File: config.mk
export PLATFORM = sky130hd
export DESIGN_NAME = stop_wake_ctrl
export DESIGN_NICKNAME = d
export VERILOG_FILES = /design/src/rtl/swr_pkg.sv /design/src/rtl/swr_sync.sv /design/src/rtl/swr_src_sel.sv /design/src/rtl/swr_cfg.sv /design/src/rtl/swr_seq.sv /design/src/rtl/stop_wake_ctrl.sv
export SDC_FILE = /design/constraint.sdc
export NUM_CORES = 1
export LEC_CHECK = 0
export ABC_AREA = 1
export BUFFER_PORTS_ARGS = -buffer_cell sky130_fd_sc_hd__buf_2
export CAP_MARGIN = 30
export CORE_ASPECT_RATIO = 1.5
export CORE_UTILIZATION = 58
export DETAILED_ROUTE_END_ITERATION = 16
export HOLD_SLACK_MARGIN = 0.06
export PLACE_DENSITY = 0.88
export SETUP_SLACK_MARGIN = 0.02
export SLEW_MARGIN = 25
export SYNTH_ARGS = -nofsm -noshare
export SYNTH_HDL_FRONTEND = slang
export SYNTH_SLANG_ARGS = --single-unit
export TNS_END_PERCENT = 5
File: constraint.sdc
create_clock -name clk -period 2.2 [get_ports clk]
set_input_delay 0.33 -clock clk [delete_from_list [all_inputs] [get_ports clk]]
set_output_delay 0.33 -clock clk [all_outputs]
set_load 0.01 [all_outputs]
File: src/rtl/swr_pkg.sv
package swr_pkg;
  localparam int CODE_W   = 3;
  localparam int WR_W     = 5;
  localparam int RD_W     = 6;
  localparam int FLAG_BIT = 5;

  typedef enum logic [1:0] {
    ST_RUN   = 2'd0,
    ST_STOP  = 2'd1,
    ST_DELAY = 2'd2
  } swr_state_e;

  typedef struct packed {
    logic              full_delay;
    logic              active_high;
    logic [CODE_W-1:0] code;
  } swr_cfg_t;

  localparam swr_cfg_t CFG_RST = '{full_delay: 1'b1, active_high: 1'b0, code: '0};

  localparam logic [CODE_W-1:0] SRC_NONE  = 3'd0;
  localparam logic [CODE_W-1:0] SRC_P3B0  = 3'd1;
  localparam logic [CODE_W-1:0] SRC_P3B1  = 3'd2;
  localparam logic [CODE_W-1:0] SRC_P3B2  = 3'd3;
  localparam logic [CODE_W-1:0] SRC_P3B3  = 3'd4;
  localparam logic [CODE_W-1:0] SRC_P2B7  = 3'd5;
  localparam logic [CODE_W-1:0] SRC_P2LO  = 3'd6;
  localparam logic [CODE_W-1:0] SRC_P2ALL = 3'd7;
endpackage

File: src/rtl/swr_sync.sv
module swr_sync #(
  parameter int W = 8
) (
  input  logic         clk,
  input  logic         rst_n,
  input  logic [W-1:0] d_i,
  output logic [W-1:0] q_o
);
  genvar gi;
  generate
    for (gi = 0; gi < W; gi++) begin : g_bit
      logic s1_q, s2_q;
      always_ff @(posedge clk or negedge rst_n) begin
        if (!rst_n) begin
          s1_q <= 1'b0;
          s2_q <= 1'b0;
        end else begin
          s1_q <= d_i[gi];
          s2_q <= s1_q;
        end
      end
      assign q_o[gi] = s2_q;
    end
  endgenerate
endmodule

File: src/rtl/swr_src_sel.sv
module swr_src_sel
  import swr_pkg::*;
#(
  parameter int P2_W = 8,
  parameter int P3_W = 4
) (
  input  logic [P2_W-1:0]   p2_i,
  input  logic [P3_W-1:0]   p3_i,
  input  logic [CODE_W-1:0] code_i,
  input  logic              active_high_i,
  input  logic              analog_i,
  output logic              active_o
);
  localparam int LO_W = P2_W / 2;

  logic raw_lvl;
  logic masked;
  logic enabled;

  always_comb begin
    unique case (code_i)
      SRC_P3B0:  raw_lvl = p3_i[0];
      SRC_P3B1:  raw_lvl = p3_i[1];
      SRC_P3B2:  raw_lvl = p3_i[2];
      SRC_P3B3:  raw_lvl = p3_i[3];
      SRC_P2B7:  raw_lvl = p2_i[P2_W-1];
      SRC_P2LO:  raw_lvl = ~|p2_i[LO_W-1:0];
      SRC_P2ALL: raw_lvl = ~|p2_i;
      default:   raw_lvl = 1'b0;
    endcase
    masked   = analog_i && ((code_i == SRC_P3B1) || (code_i == SRC_P3B2) || (code_i == SRC_P3B3));
    enabled  = (code_i != SRC_NONE) && !masked;
    active_o = enabled && (raw_lvl == active_high_i);
  end
endmodule

File: src/rtl/swr_cfg.sv
module swr_cfg
  import swr_pkg::*;
(
  input  logic            clk,
  input  logic            rst_n,
  input  logic            we_i,
  input  logic [WR_W-1:0] wdata_i,
  output swr_cfg_t        cfg_o
);
  swr_cfg_t cfg_q, cfg_d;

  always_comb begin
    cfg_d = cfg_q;
    if (we_i) cfg_d = swr_cfg_t'(wdata_i);
  end

  always_ff @(posedge clk or negedge rst_n) begin
    if (!rst_n) cfg_q <= CFG_RST;
    else        cfg_q <= cfg_d;
  end

  assign cfg_o = cfg_q;
endmodule

File: src/rtl/swr_seq.sv
module swr_seq
  import swr_pkg::*;
#(
  parameter int QUAL_CYC = 5,
  parameter int DLY_CYC  = 64
) (
  input  logic       clk,
  input  logic       rst_n,
  input  logic       stop_req_i,
  input  logic       wdt_rst_i,
  input  logic       src_active_i,
  input  logic       full_delay_i,
  output swr_state_e state_o,
  output logic       clk_en_o,
  output logic       wake_pulse_o,
  output logic       warm_o
);
  localparam int MAX_CYC = (QUAL_CYC > DLY_CYC) ? QUAL_CYC : DLY_CYC;
  localparam int CNT_W   = $clog2(MAX_CYC + 1);
  localparam logic [CNT_W-1:0] QUAL_LAST = CNT_W'(QUAL_CYC - 1);
  localparam logic [CNT_W-1:0] DLY_LAST  = CNT_W'(DLY_CYC - 1);

  swr_state_e       state_q, state_d;
  logic [CNT_W-1:0] cnt_q, cnt_d;
  logic             warm_q, warm_d;
  logic             pulse_q, pulse_d;

  always_comb begin
    state_d = state_q;
    cnt_d   = cnt_q;
    warm_d  = warm_q;
    pulse_d = 1'b0;
    if (wdt_rst_i) begin
      state_d = ST_RUN;
      cnt_d   = '0;
      warm_d  = 1'b0;
    end else begin
      unique case (state_q)
        ST_RUN: begin
          if (stop_req_i) begin
            state_d = ST_STOP;
            cnt_d   = '0;
            warm_d  = 1'b1;
          end
        end
        ST_STOP: begin
          if (src_active_i) begin
            if (full_delay_i) begin
              state_d = ST_DELAY;
              cnt_d   = '0;
            end else if (cnt_q == QUAL_LAST) begin
              state_d = ST_RUN;
              cnt_d   = '0;
              pulse_d = 1'b1;
            end else begin
              cnt_d = cnt_q + 1'b1;
            end
          end else begin
            cnt_d = '0;
          end
        end
        ST_DELAY: begin
          if (cnt_q == DLY_LAST) begin
            state_d = ST_RUN;
            cnt_d   = '0;
            pulse_d = 1'b1;
          end else begin
            cnt_d = cnt_q + 1'b1;
          end
        end
        default: begin
          state_d = ST_RUN;
          cnt_d   = '0;
        end
      endcase
    end
  end

  always_ff @(posedge clk or negedge rst_n) begin
    if (!rst_n) begin
      state_q <= ST_RUN;
      cnt_q   <= '0;
      warm_q  <= 1'b0;
      pulse_q <= 1'b0;
    end else begin
      state_q <= state_d;
      cnt_q   <= cnt_d;
      warm_q  <= warm_d;
      pulse_q <= pulse_d;
    end
  end

  assign state_o      = state_q;
  assign clk_en_o     = (state_q == ST_RUN);
  assign wake_pulse_o = pulse_q;
  assign warm_o       = warm_q;
endmodule

File: src/rtl/stop_wake_ctrl.sv
module stop_wake_ctrl
  import swr_pkg::*;
#(
  parameter int P2_W     = 8,
  parameter int P3_W     = 4,
  parameter int QUAL_CYC = 5,
  parameter int DLY_CYC  = 64
) (
  input  logic            clk,
  input  logic            rst_n,
  input  logic            wdt_rst_i,
  input  logic            stop_req_i,
  input  logic            analog_mode_i,
  input  logic [P2_W-1:0] port2_i,
  input  logic [P3_W-1:0] port3_i,
  input  logic            reg_we_i,
  input  logic [WR_W-1:0] reg_wdata_i,
  output logic [RD_W-1:0] reg_rdata_o,
  output logic            clk_en_o,
  output logic            wake_pulse_o
);
  localparam int SYNC_W = P2_W + P3_W;

  // reset: asserted asynchronously, released on a clock edge
  logic rst_s1_q, rst_sync_n;
  always_ff @(posedge clk or negedge rst_n) begin
    if (!rst_n) begin
      rst_s1_q   <= 1'b0;
      rst_sync_n <= 1'b0;
    end else begin
      rst_s1_q   <= 1'b1;
      rst_sync_n <= rst_s1_q;
    end
  end

  logic [SYNC_W-1:0] ports_sync;
  swr_sync #(.W(SYNC_W)) sync_i (
    .clk   (clk),
    .rst_n (rst_sync_n),
    .d_i   ({port2_i, port3_i}),
    .q_o   (ports_sync)
  );

  swr_cfg_t cfg_q;
  swr_cfg cfg_i (
    .clk     (clk),
    .rst_n   (rst_sync_n),
    .we_i    (reg_we_i),
    .wdata_i (reg_wdata_i),
    .cfg_o   (cfg_q)
  );

  logic src_active;
  swr_src_sel #(.P2_W(P2_W), .P3_W(P3_W)) sel_i (
    .p2_i          (ports_sync[SYNC_W-1:P3_W]),
    .p3_i          (ports_sync[P3_W-1:0]),
    .code_i        (cfg_q.code),
    .active_high_i (cfg_q.active_high),
    .analog_i      (analog_mode_i),
    .active_o      (src_active)
  );

  swr_state_e seq_state;
  logic       warm_flag;
  swr_seq #(.QUAL_CYC(QUAL_CYC), .DLY_CYC(DLY_CYC)) seq_i (
    .clk          (clk),
    .rst_n        (rst_sync_n),
    .stop_req_i   (stop_req_i),
    .wdt_rst_i    (wdt_rst_i),
    .src_active_i (src_active),
    .full_delay_i (cfg_q.full_delay),
    .state_o      (seq_state),
    .clk_en_o     (clk_en_o),
    .wake_pulse_o (wake_pulse_o),
    .warm_o       (warm_flag)
  );

  assign reg_rdata_o = {warm_flag, cfg_q};
endmodule

### Yosys cells after proc, flatten, opt, wreduce, memory -nomap -nowiden

Index checks and enable logic that the tools add are counted.
Widths: inputs -> output; s select.

* add/sub/neg operators: 1
* eq/ne operators: 16
* mux-type cells: 24
* reduce and logical (&&, ||, !) cells: 16

Operator list (number)
* $mux 7: 6
* $pmux 7 s3: 1
* $eq 3x3->1 const B: 4
* $mux 2: 6
* $mux 1: 8
* $reduce_or 8->1: 1
* $add 7x1->7 const B: 1
* $eq 7x3->1 const B: 1
* $eq 7x6->1 const B: 1
* $pmux 1 s7: 1
* $eq 3x2->1 const B: 2
* $ne 3x2->1 const B: 2
* $pmux 2 s3: 1
* $ne 4x2->1 const B: 1
* $reduce_and 4->1: 1
* $reduce_bool 2->1: 2
* $reduce_or 4->1: 1
* $eq 3x1->1 const B: 1
* $logic_and 1x1->1: 3
* $logic_not 1->1: 3
* $ne 3x3->1 const B: 1
* $reduce_bool 3->1: 1
* $eq 2x1->1 const B: 1
* $eq 2x2->1 const B: 1
* 5 further kinds: 6

* bits in registers: 42
* input bits: 23

### Logic depth before layout (Yosys ltp)

Gate-level depths: netlist of run 1.

* depth in word-level cells: 10
* gate-level depth with buffers: 13

### Cells and area by module

A second synthesis of run 1 with hierarchy kept.

* cell total of the unflattened synthesis: 201
* area, all modules: 1829.3 um2

By module, submodules not included
* swr_seq: instances 1, cells each 104, area each 745.7 um2, sequential area each 275.3 um2
* swr_sync: instances 1, cells each 36, area each 690.7 um2, sequential area each 600.6 um2
* swr_cfg: instances 1, cells each 21, area each 186.4 um2, sequential area each 126.4 um2
* swr_src_sel: instances 1, cells each 36, area each 145.1 um2, sequential area each 0.0 um2
* stop_wake_ctrl: instances 1, cells each 4, area each 61.3 um2, sequential area each 50.0 um2

### Least setup slack after synthesis of run 1

No wires, ideal clock.

* path type: register to register
* from: register seq_i.state_q[0] (netlist: seq_i.state_o[0])
* to: register seq_i.cnt_q[2]
* data arrival time: 1432 ps
* required time: 2135 ps
* slack: 703 ps
* stages on the path, launching flop included: 10
* period minus slack after synthesis: 1497 ps
* cell sequence: dfrtp_1 -> inv_1 -> ha_1 -> nand2_4 -> nor2_4 -> or2_1 -> clkbuf_4 -> nor3b_1 -> nand2_1 -> nand2_1

* longest elaborated chain between the ends: 3

Ends and longest elaborated chain
* from (decl): line swr_seq.sv:23 `swr_state_e state_q, state_d;`
* from (signal assigned): line swr_seq.sv:86 `state_q <= state_d;`
* $logic_not 2->1 (*)
* via clk_en_o: line stop_wake_ctrl.sv:19 `output logic clk_en_o,`
* $pmux 7 s3: line swr_seq.sv:38 `unique case (state_q)`
* $mux 7: line swr_seq.sv:33 `if (wdt_rst_i) begin`
* to (signal assigned): line swr_seq.sv:87 `cnt_q <= cnt_d;`
* to (decl): line swr_seq.sv:24 `logic [CNT_W-1:0] cnt_q, cnt_d;`

Mark *: on every way through the listed nets, which the timed path passes. The rest lies on a longest branch.
A chain may end at the register's enable or synchronous reset.

### Worst setup path in the final report of run 1

* from: register seq_i.state_q[1] (netlist: seq_i.state_o[1])
* to: register seq_i.cnt_q[4]

* longest elaborated chain between the ends: 3

Ends and longest elaborated chain (line)
* $eq 2x2->1, or another cell as far along: swr_seq.sv:38
* $pmux 7 s3: swr_seq.sv:38
* $mux 7: swr_seq.sv:33

Parallel ways exist; a longest one is shown, timed or not.

==> flow_metrics.env, run 1 <==
export IMPL_rrSetupSlack_ps=530
export IMPL_grt_start_max_net_pins=41
export IMPL_reg2reg_from="seq_i.state_o[1]"
export IMPL_cts_buffer_depth=2
export IMPL_fin_crit_sh_pct=75.89
export IMPL_path_clk_slew_ps=80
export IMPL_antenna_found_initial=0
export IMPL_status="finished clean"
export IMPL_critPathRequiredTime_ps=2380
export IMPL_htreeDepth=2
export IMPL_hold_class="input port to register"
export IMPL_final_common_cell="nand2_1"
export IMPL_startpoint="seq_i.state_o[1]"
export IMPL_slowest_stage="dfrtp_1"
export IMPL_dr_total_vias=1282
export IMPL_yosysSeqAreaShare_pct=60.68
export IMPL_start_util_pct=62.77
export IMPL_drive_above_1_share_pct=22.54
export IMPL_hold_violations=0
export IMPL_fmax_mhz=598.9
export IMPL_hpwlAfterDp_um=2258
export IMPL_drv_cap=0
export IMPL_grt_pass1_wl_um=5106
export IMPL_ant_nets=0
export IMPL_netlist_area_leader_share_pct=59.16
export IMPL_synth_top_cell_by_area="dfrtp_1"
export IMPL_cp_common_cell="nand2_1"
export IMPL_core_rowCount=23
export IMPL_hold_path_depth=1
export IMPL_rsz0062_at_grt="false"
export IMPL_synth_warnings=0
export IMPL_numCtsBuffers=5
export IMPL_cts_root_buffer="clkbuf_8"
export IMPL_critPathCaptureType="register"
export IMPL_setup_viol=0
export IMPL_final_cell_mix="nand2_1 (56), dfrtp_1 (41), buf_2 (30)"
export IMPL_first_iter_violations=56
export IMPL_path_buf_inv=1
export IMPL_vdd_drop_max_mv=0.7583
export IMPL_critPathArrivalTime_ps=1850
export IMPL_synth_area_leaders="dfrtp_1 (59%), nand2_1 (12%), nor2_1 (3.7%)"
export IMPL_cp_start_kind="register"
export IMPL_hp_start="port2_i[6]"
export IMPL_core_area_mm2=0.002763
export IMPL_final_util_pct=72.42
export IMPL_cts_sinks=42
export IMPL_placed_area_mm2=0.001904
export IMPL_gp_congestion=0.7786
export IMPL_synth_distinct_cells=28
export IMPL_worstRegToRegCells=8
export IMPL_post_drt_wl_per_cell_um=12.48
export IMPL_synthCells=178
export IMPL_p_leak_uw=0.001031
export IMPL_die_h_um=68.97
export IMPL_cts_tree="built"
export IMPL_syn_area_mm2=0.001734
export IMPL_fin_tns_setup_ps=0
export IMPL_synth_edf_count=0
export IMPL_slowest_delay_ps=410
export IMPL_portBuffers=30
export IMPL_async_flop_share_pct=100.0
export IMPL_dieArea_mm2=0.003217
export IMPL_design_area_mm2=0.002001
export IMPL_path_cells="inv_1 > ha_1 > nand2_4 > nor2_4 > or2_1 > nor2_1 > nand2_1 > nand2_1"
export IMPL_drv_slew=0
export IMPL_clk_latency_ps=290
export IMPL_power_density_mw_per_mm2=810.2
export IMPL_nets=240
export IMPL_finClkSkew_ps=7.848
export IMPL_synthesis_nets=206
export IMPL_ys_ff_latch=42
export IMPL_cp_depth=8
export IMPL_grt_overflow=0
export IMPL_drc=0
export IMPL_n_antenna_cell=0
export IMPL_vias_per_cell=5.128
export IMPL_synth_main_ff_cell="dfrtp_1"
export IMPL_period_needed_ps=1670
export IMPL_grt_use_total_pct=23.37
export IMPL_critical_path_class="register to register"
export IMPL_timing_hold_ws_ps=135.0
export IMPL_boundaryPins=31
export IMPL_grt_pass1_vias=1223
export IMPL_drt_wl_total_um=3119
export IMPL_firstDrtPassIters=4
export IMPL_cp_top_family="simple AND/OR/NAND/NOR gates"
export IMPL_path_max_fanout=9
export IMPL_dieWidth_um=46.65
export IMPL_synth_area_per_cell_um2=9.742
export IMPL_syn_to_final_growth_pct=15.37
==> sequential cells by signal (all words and copies together), names as in the netlist <==
register / count
rst_sync_n: 1
sync_i.g_bit.s1_q: 12
seq_i.wake_pulse_o: 1
seq_i.state_o: 2
seq_i.warm_o: 1
sync_i.g_bit.s2_q: 12
rst_s1_q: 1
seq_i.cnt_q: 7
cfg_i.cfg_o: 5
==> worst paths after layout <==
path,end
min,sync_i.g_bit[10].s1_q
min in group asynchronous,sync_i.g_bit[10].s2_q
min reg2reg,sync_i.g_bit[10].s2_q
max reg2reg,seq_i.cnt_q[4]
max in group asynchronous,cfg_i.cfg_o[4]
max,seq_i.cnt_q[4]
==> synthesized netlist by cell type, drive strengths merged (2+ instances only) <==
| master | number |
|---|---|
| nand4 | 3 |
| a21oi | 2 |
| dfrtp | 41 |
| nor3b | 2 |
| inv | 17 |
| ha | 5 |
| o21ai | 6 |
| clkbuf | 2 |
| nand3 | 7 |
| nand2 | 58 |
| nor3 | 3 |
| buf | 3 |
| nor2 | 20 |
==> logic make-up after synthesis <==
family | after synthesis | share of synthesized area [%]
AOI/OAI and AO/OA | 10 | 4.041
other | 1 | 0.2162
and+or+nand+nor | 96 | 24.82
adders and majority gates | 5 | 3.608
xor gates and xnor gates | 2 | 1.010
buffers and inverters | 22 | 5.627
DFF | 42 | 60.68
==> layer usage <==
layer	vias to the layer above	global-route usage, %	share of wire (%)
met1	620	23.82	37
met2	41	41.49	56
met3	6	7.292	5.2
met4	0	11.43	1.9
li1	615	-	-
met5	-	0	0
==> layout make-up <==
type                    instances  area (um^2)
well taps                      37        46.29
clock inverters                 2        13.76
flip-flops and latches         42         1052
clock buffers                   6        72.57
fillers                       204        762.0
inverters                      17        63.81
multi-input cells             114        584.3
repair buffers                 32        167.7
==> timing repair <==
action / CTS / global route
endpoints found under the hold margin: 2 / 0
setup buffers: 0 / 0
gates resized for setup: 0 / 0
hold buffers: 1 / 0
setup endpoints to repair: 0 / 0
==> where the power goes <==
| group | switching (uW) | internal [uW] | total [uW] |
|---|---|---|---|
| Combinational | 183 | 106 | 289 |
| Clock | 253 | 224 | 476 |
| Sequential | 32.6 | 823 | 856 |
| Total | 468 | 1150 | 1620 |
==> through the flow <==
stage	instances	power [uW]	setup slack, ps
floorplan	178	1080	702.8
global placement	241	1133	664.2
detailed placement	241	1159	581.3
CTS	250	1641	539.5
global route	250	1715	352.4
finish	250	1621	530.3
==> worst reg2reg max path, stage by stage (launching register included) <==
cell and delay, ps:
dfrtp_1 410, inv_1 100, ha_1 230, nand2_4 80, nor2_4 220, or2_1 270
nor2_1 100, nand2_1 100, nand2_1 60
No activity file was read; power rests on OpenSTA's default activity.
==> run 2: changes to the inputs <==
- CORE_UTILIZATION: 58 -> 49
- PLACE_DENSITY: 0.88 -> 0.8
- clock period: 2.2 -> 1.5 ns (I/O delays scaled with it)
==> run 2 against run 1 <==
The run now ends with setup timing left. Design area up 13%. Critical endpoint is now seq_i.state_o[1]. Core utilization fell by 5.5 points. Combinational power up 97%. Register-to-register slack worse by 620 ps. Largest cell class unchanged. Sequential power rose by 46%. Sequential cell count unchanged. Highest routed layer unchanged. Power is 56% higher.
==> flow_metrics.env, run 2 (synthesis gave the netlist of run 1 again) <==
export IMPL_status="finished with violations"
export IMPL_failed_checks="setup timing"
export IMPL_power_density_mw_per_mm2=1116
export IMPL_first_iter_violations=33
export IMPL_cts_sinks=42
export IMPL_dp_cells=251
export IMPL_placed_area_mm2=0.001951
export IMPL_drc=0
export IMPL_post_drt_wl_per_cell_um=12.01
export IMPL_critical_path_class="register to register"
export IMPL_core_area_mm2=0.003383
export IMPL_path_max_fanout=4
export IMPL_p_leak_uw=0.001118
export IMPL_drive_above_1_share_pct=33.33
export IMPL_fmax_mhz=630.6
export IMPL_critPathRequiredTime_ps=1700
export IMPL_dieWidth_um=50.58
export IMPL_hold_class="input port to register"
export IMPL_vias_per_cell=4.859
export IMPL_period_needed_ps=1586
export IMPL_final_util_pct=66.94
export IMPL_final_common_cell="nand2_1"
export IMPL_slowest_stage="dfrtp_1"
export IMPL_ant_nets=0
export IMPL_numCtsBuffers=5
export IMPL_critPathCaptureType="register"
export IMPL_grt_pass1_vias=1253
export IMPL_start_util_pct=51.26
export IMPL_grt_use_total_pct=19.68
export IMPL_cts_tree="built"
export IMPL_antenna_found_initial=0
export IMPL_drv_slew=0
export IMPL_hpwlAfterDp_um=2101
export IMPL_fin_crit_sh_pct=105.7
export IMPL_dieArea_mm2=0.003786
export IMPL_syn_to_final_growth_pct=30.59
export IMPL_path_cells="ha_2 > nand2_2 > nor2_4 > nand3_2 > inv_2 > nand2_4 > a31oi_4 > nand2_2 > nand2_1 > nand2_1"
export IMPL_path_buf_inv=1
export IMPL_htreeDepth=2
export IMPL_portBuffers=30
export IMPL_slowest_delay_ps=390
export IMPL_gp_congestion=0.8065
export IMPL_cp_top_family="simple AND/OR/NAND/NOR gates"
export IMPL_clk_latency_ps=300
export IMPL_drt_wl_total_um=3315
export IMPL_cp_start_kind="register"
export IMPL_critPathArrivalTime_ps=1780
export IMPL_nets=261
export IMPL_boundaryPins=31
export IMPL_hold_violations=0
export IMPL_dr_total_vias=1341
export IMPL_fin_ws_ps=-85.75
export IMPL_final_cell_mix="nand2_1 (47), dfrtp_1 (39), buf_2 (30)"
export IMPL_final_cells=276
export IMPL_grt_pass1_wl_um=5230
export IMPL_drv_cap=0
export IMPL_design_area_mm2=0.002265
export IMPL_die_h_um=74.86
export IMPL_cts_buffer_depth=2
export IMPL_n_antenna_cell=0
export IMPL_finClkSkew_ps=6.147
export IMPL_cts_root_buffer="clkbuf_8"
export IMPL_path_clk_slew_ps=80
export IMPL_firstDrtPassIters=4
export IMPL_grt_start_max_net_pins=25
export IMPL_pre_cts_slack_ps=-55.91
export IMPL_rsz0062_at_grt="true"
export IMPL_core_rowCount=26
export IMPL_largest_registers="sync_i.g_bit.s1_q x12, sync_i.g_bit.s2_q x12, seq_i.cnt_q x7"
export IMPL_final_fill_count=270
export IMPL_vdd_drop_max_mv=0.7404
export IMPL_grt_overflow=0
export IMPL_setup_viol=3
==> run 2: repair_timing <==
action,in CTS,in global routing
pin swaps,1,6
setup buffers,2,2
endpoints found under the hold margin,14,0
gates resized for setup,4,18
hold buffers,13,0
setup endpoints to repair,9,9
==> run 2: tightest hold or removal path: cells and delay by family <==
kind / cells / cell delay [ps]
simple gates: 1 / 40
compound gates: 1 / 50
buf+inv: 1 / 70
==> run 2: layer usage <==
metal | vias up | GRT usage, % | part of all wire [%]
met5 | - | 0 | 0
met4 | 0 | 14.81 | 4.5
met3 | 16 | 5.859 | 4.6
met2 | 43 | 34.07 | 53
met1 | 627 | 19.84 | 38
li1 | 655 | - | -
==> run 2: final timing paths <==
kind / endpoint / depth (start not counted) / startpoint / slack, ps
worst max-delay path: seq_i.state_o[1] / 10 / seq_i.cnt_q[0] / -90
worst min-delay path: cfg_i.cfg_o[2] / 3 / reg_wdata_i[2] / 130
worst min register to register: seq_i.wake_pulse_o / 1 / rst_sync_n / 210
min in group asynchronous: seq_i.wake_pulse_o / 1 / rst_sync_n / 210
max in group asynchronous: sync_i.g_bit[3].s1_q / 1 / rst_sync_n / 1040
worst max register to register: seq_i.state_o[1] / 10 / seq_i.cnt_q[0] / -90
==> run 2: power by group <==
part,internal [uW],switching (uW)
Sequential,1210,39.7
Clock,326,385
Combinational,249,319
Total,1780,743
==> run 2: layout make-up <==
| cell class | count | area (um^2) | share of cell area (%) |
|---|---|---|---|
| flip-flops and latches | 42 | 1055 | 46.57 |
| multi-input cells | 114 | 644.4 | 28.45 |
| repair buffers | 53 | 359.1 | 15.86 |
| clock buffers | 5 | 68.82 | 3.039 |
| inverters | 17 | 63.81 | 2.818 |
| well taps | 42 | 52.55 | 2.320 |
| clock inverters | 3 | 21.27 | 0.9392 |
==> run 2: metrics by stage <==
step	total power, uW	hold WS (ps)	TNS [ps]
after floorplan	1589	-70.59	0
after CTS	2493	125.6	-36.77
after global routing	2657	126.4	-1170
after global placement	1722	10.83	0
final	2527	127.6	-173.3
after detailed placement	1742	11.47	-149.5
==> run 3: changes to the inputs <==
- PLACE_DENSITY: 0.8 -> 0.85
==> run 3 against run 2 <==
The run still ends with setup timing left. Highest routed layer unchanged. Sequential share of layout area did not move. Combinational power fell by 4.6%. Clock-buffer cell count rose by 1. Worst hold slack lost 3.0 ps.
==> flow_metrics.env, run 3 (synthesis gave the netlist of run 1 again) <==
export IMPL_core_rowCount=26
export IMPL_seqCellArea_mm2=0.001055
export IMPL_numCtsBuffers=5
export IMPL_finClkSkew_ps=6.105
export IMPL_drv_cap=0
export IMPL_vias_per_cell=4.824
export IMPL_grt_pass1_wl_um=5292
export IMPL_cts_buffer_depth=2
export IMPL_drv_slew=0
export IMPL_vdd_drop_max_mv=0.8800
export IMPL_drt_wl_total_um=3413
export IMPL_drc=0
export IMPL_cp_start_kind="register"
export IMPL_die_h_um=74.86
export IMPL_syn_to_final_growth_pct=30.59
export IMPL_antenna_found_initial=0
export IMPL_period_needed_ps=1584
export IMPL_n_antenna_cell=0
export IMPL_multi_input_area_um2=638.1
export IMPL_fin_ws_ps=-84.15
export IMPL_grt_pass1_vias=1227
export IMPL_dieArea_mm2=0.003786
export IMPL_grt_overflow=0
export IMPL_firstDrtPassIters=4
export IMPL_final_cells=273
export IMPL_path_max_fanout=5
export IMPL_gp_congestion=0.8803
export IMPL_grt_use_total_pct=19.66
export IMPL_cts_sinks=42
export IMPL_hold_class="input port to register"
export IMPL_dp_cells=250
export IMPL_core_area_mm2=0.003383
export IMPL_design_area_mm2=0.002265
export IMPL_critical_path_class="register to register"
export IMPL_final_fill_count=260
export IMPL_final_cell_mix="nand2_1 (49), dfrtp_1 (39), buf_2 (30)"
export IMPL_dr_total_vias=1317
export IMPL_path_cells="inv_1 > ha_2 > and3_4 > nand2_2 > nand2_2 > buf_4 > nand4_1 > nand2_2 > nand2_2 > nand2_1 > nand2_1"
export IMPL_critPathRequiredTime_ps=1700
export IMPL_dieWidth_um=50.58
export IMPL_cts_tree="built"
export IMPL_fin_crit_sh_pct=105.6
export IMPL_path_buf_inv=2
export IMPL_status="finished with violations"
export IMPL_ant_nets=0
export IMPL_rsz0062_at_grt="true"
export IMPL_portBuffers=30
export IMPL_boundaryPins=31
export IMPL_setup_viol=4
export IMPL_nets=258
export IMPL_drive_above_1_share_pct=32.03
export IMPL_timing_hold_ws_ps=124.6
export IMPL_cts_root_buffer="clkbuf_8"
export IMPL_critPathArrivalTime_ps=1780
export IMPL_slowest_delay_ps=430
export IMPL_cp_top_family="simple AND/OR/NAND/NOR gates"
export IMPL_final_common_cell="nand2_1"
export IMPL_post_drt_wl_per_cell_um=12.50
export IMPL_htreeDepth=2
export IMPL_p_leak_uw=0.001112
export IMPL_critPathCaptureType="register"
export IMPL_hpwlAfterDp_um=2082
export IMPL_path_clk_slew_ps=80
export IMPL_first_iter_violations=16
export IMPL_largest_registers="sync_i.g_bit.s1_q x12, sync_i.g_bit.s2_q x12, seq_i.cnt_q x7"
export IMPL_power_total_uw=2676
export IMPL_start_util_pct=51.26
export IMPL_cp_common_cell="nand2_2"
export IMPL_hold_violations=0
export IMPL_grt_start_max_net_pins=33
export IMPL_fmax_mhz=631.3
export IMPL_clk_latency_ps=300
export IMPL_fin_tns_setup_ps=-189.8
export IMPL_placed_area_mm2=0.001956
export IMPL_failed_checks="setup timing"
export IMPL_slowest_stage="dfrtp_1"
export IMPL_power_density_mw_per_mm2=1182
==> run 3: cell count changes in the layout (fill, tap and decap cells not counted), sizes merged <==
cell | previous run | this run
buf | 40 | 37
bufinv | 0 | 1
clkbuf | 5 | 6
clkinv | 2 | 0
==> run 3: power by group <==
group | switching, uW | internal (uW)
Sequential | 47.0 | 1210
Combinational | 308 | 234
Clock | 382 | 496
Total | 738 | 1940
==> run 3: layout make-up <==
class                   instances  area share [%]
clock inverters                 2           1.657
repair buffers                 50           15.25
inverters                      17           2.818
multi-input cells             114           28.18
flip-flops and latches         42           46.57
clock buffers                   6           3.204
well taps                      42           2.320
==> run 3: per-layer routing <==
layer	global-route usage, %	up-vias	share of wire (%)
met3	4.646	11	3.5
met1	19.52	620	37
met5	0	-	0
met4	12.35	0	3.6
met2	36.44	30	56
li1	-	656	-
==> run 3: timing repair <==
action	CTS	global route
pin swaps	9	4
setup buffers	2	0
hold endpoints to repair	14	0
hold buffers	13	0
setup endpoints to repair	9	10
gates resized for setup	6	13
==> run 3: stage by stage <==
stage | setup WS (ps) | util, %
final | -84.15 | 66.94
after global routing | -209.8 | 66.94
after CTS | -5.513 | 65.83
after detailed placement | -31.89 | 57.80
after global placement | 15.67 | 57.80
after floorplan | 49.70 | -
==> run 3: worst min-delay path: cells and delay by family <==
family / cells / cell delay [ps]
buffers and inverters: 1 / 80
AOI/OAI and AO/OA: 1 / 50
and+or+nand+nor: 1 / 30
==> run 3: path summary, 6_finish.rpt <==
kind                                start              endpoint  slack [ps]  cells past startpoint
max                        seq_i.cnt_q[0]      seq_i.state_o[1]         -80                     11
min                        reg_wdata_i[3]        cfg_i.cfg_o[3]         120                      3
max reg2reg                seq_i.cnt_q[0]      seq_i.state_o[1]         -80                     11
min reg2reg                    rst_sync_n  sync_i.g_bit[0].s1_q         150                      0
max in group asynchronous      rst_sync_n        cfg_i.cfg_o[4]         800                      1
min in group asynchronous      rst_sync_n  sync_i.g_bit[0].s1_q         150                      0
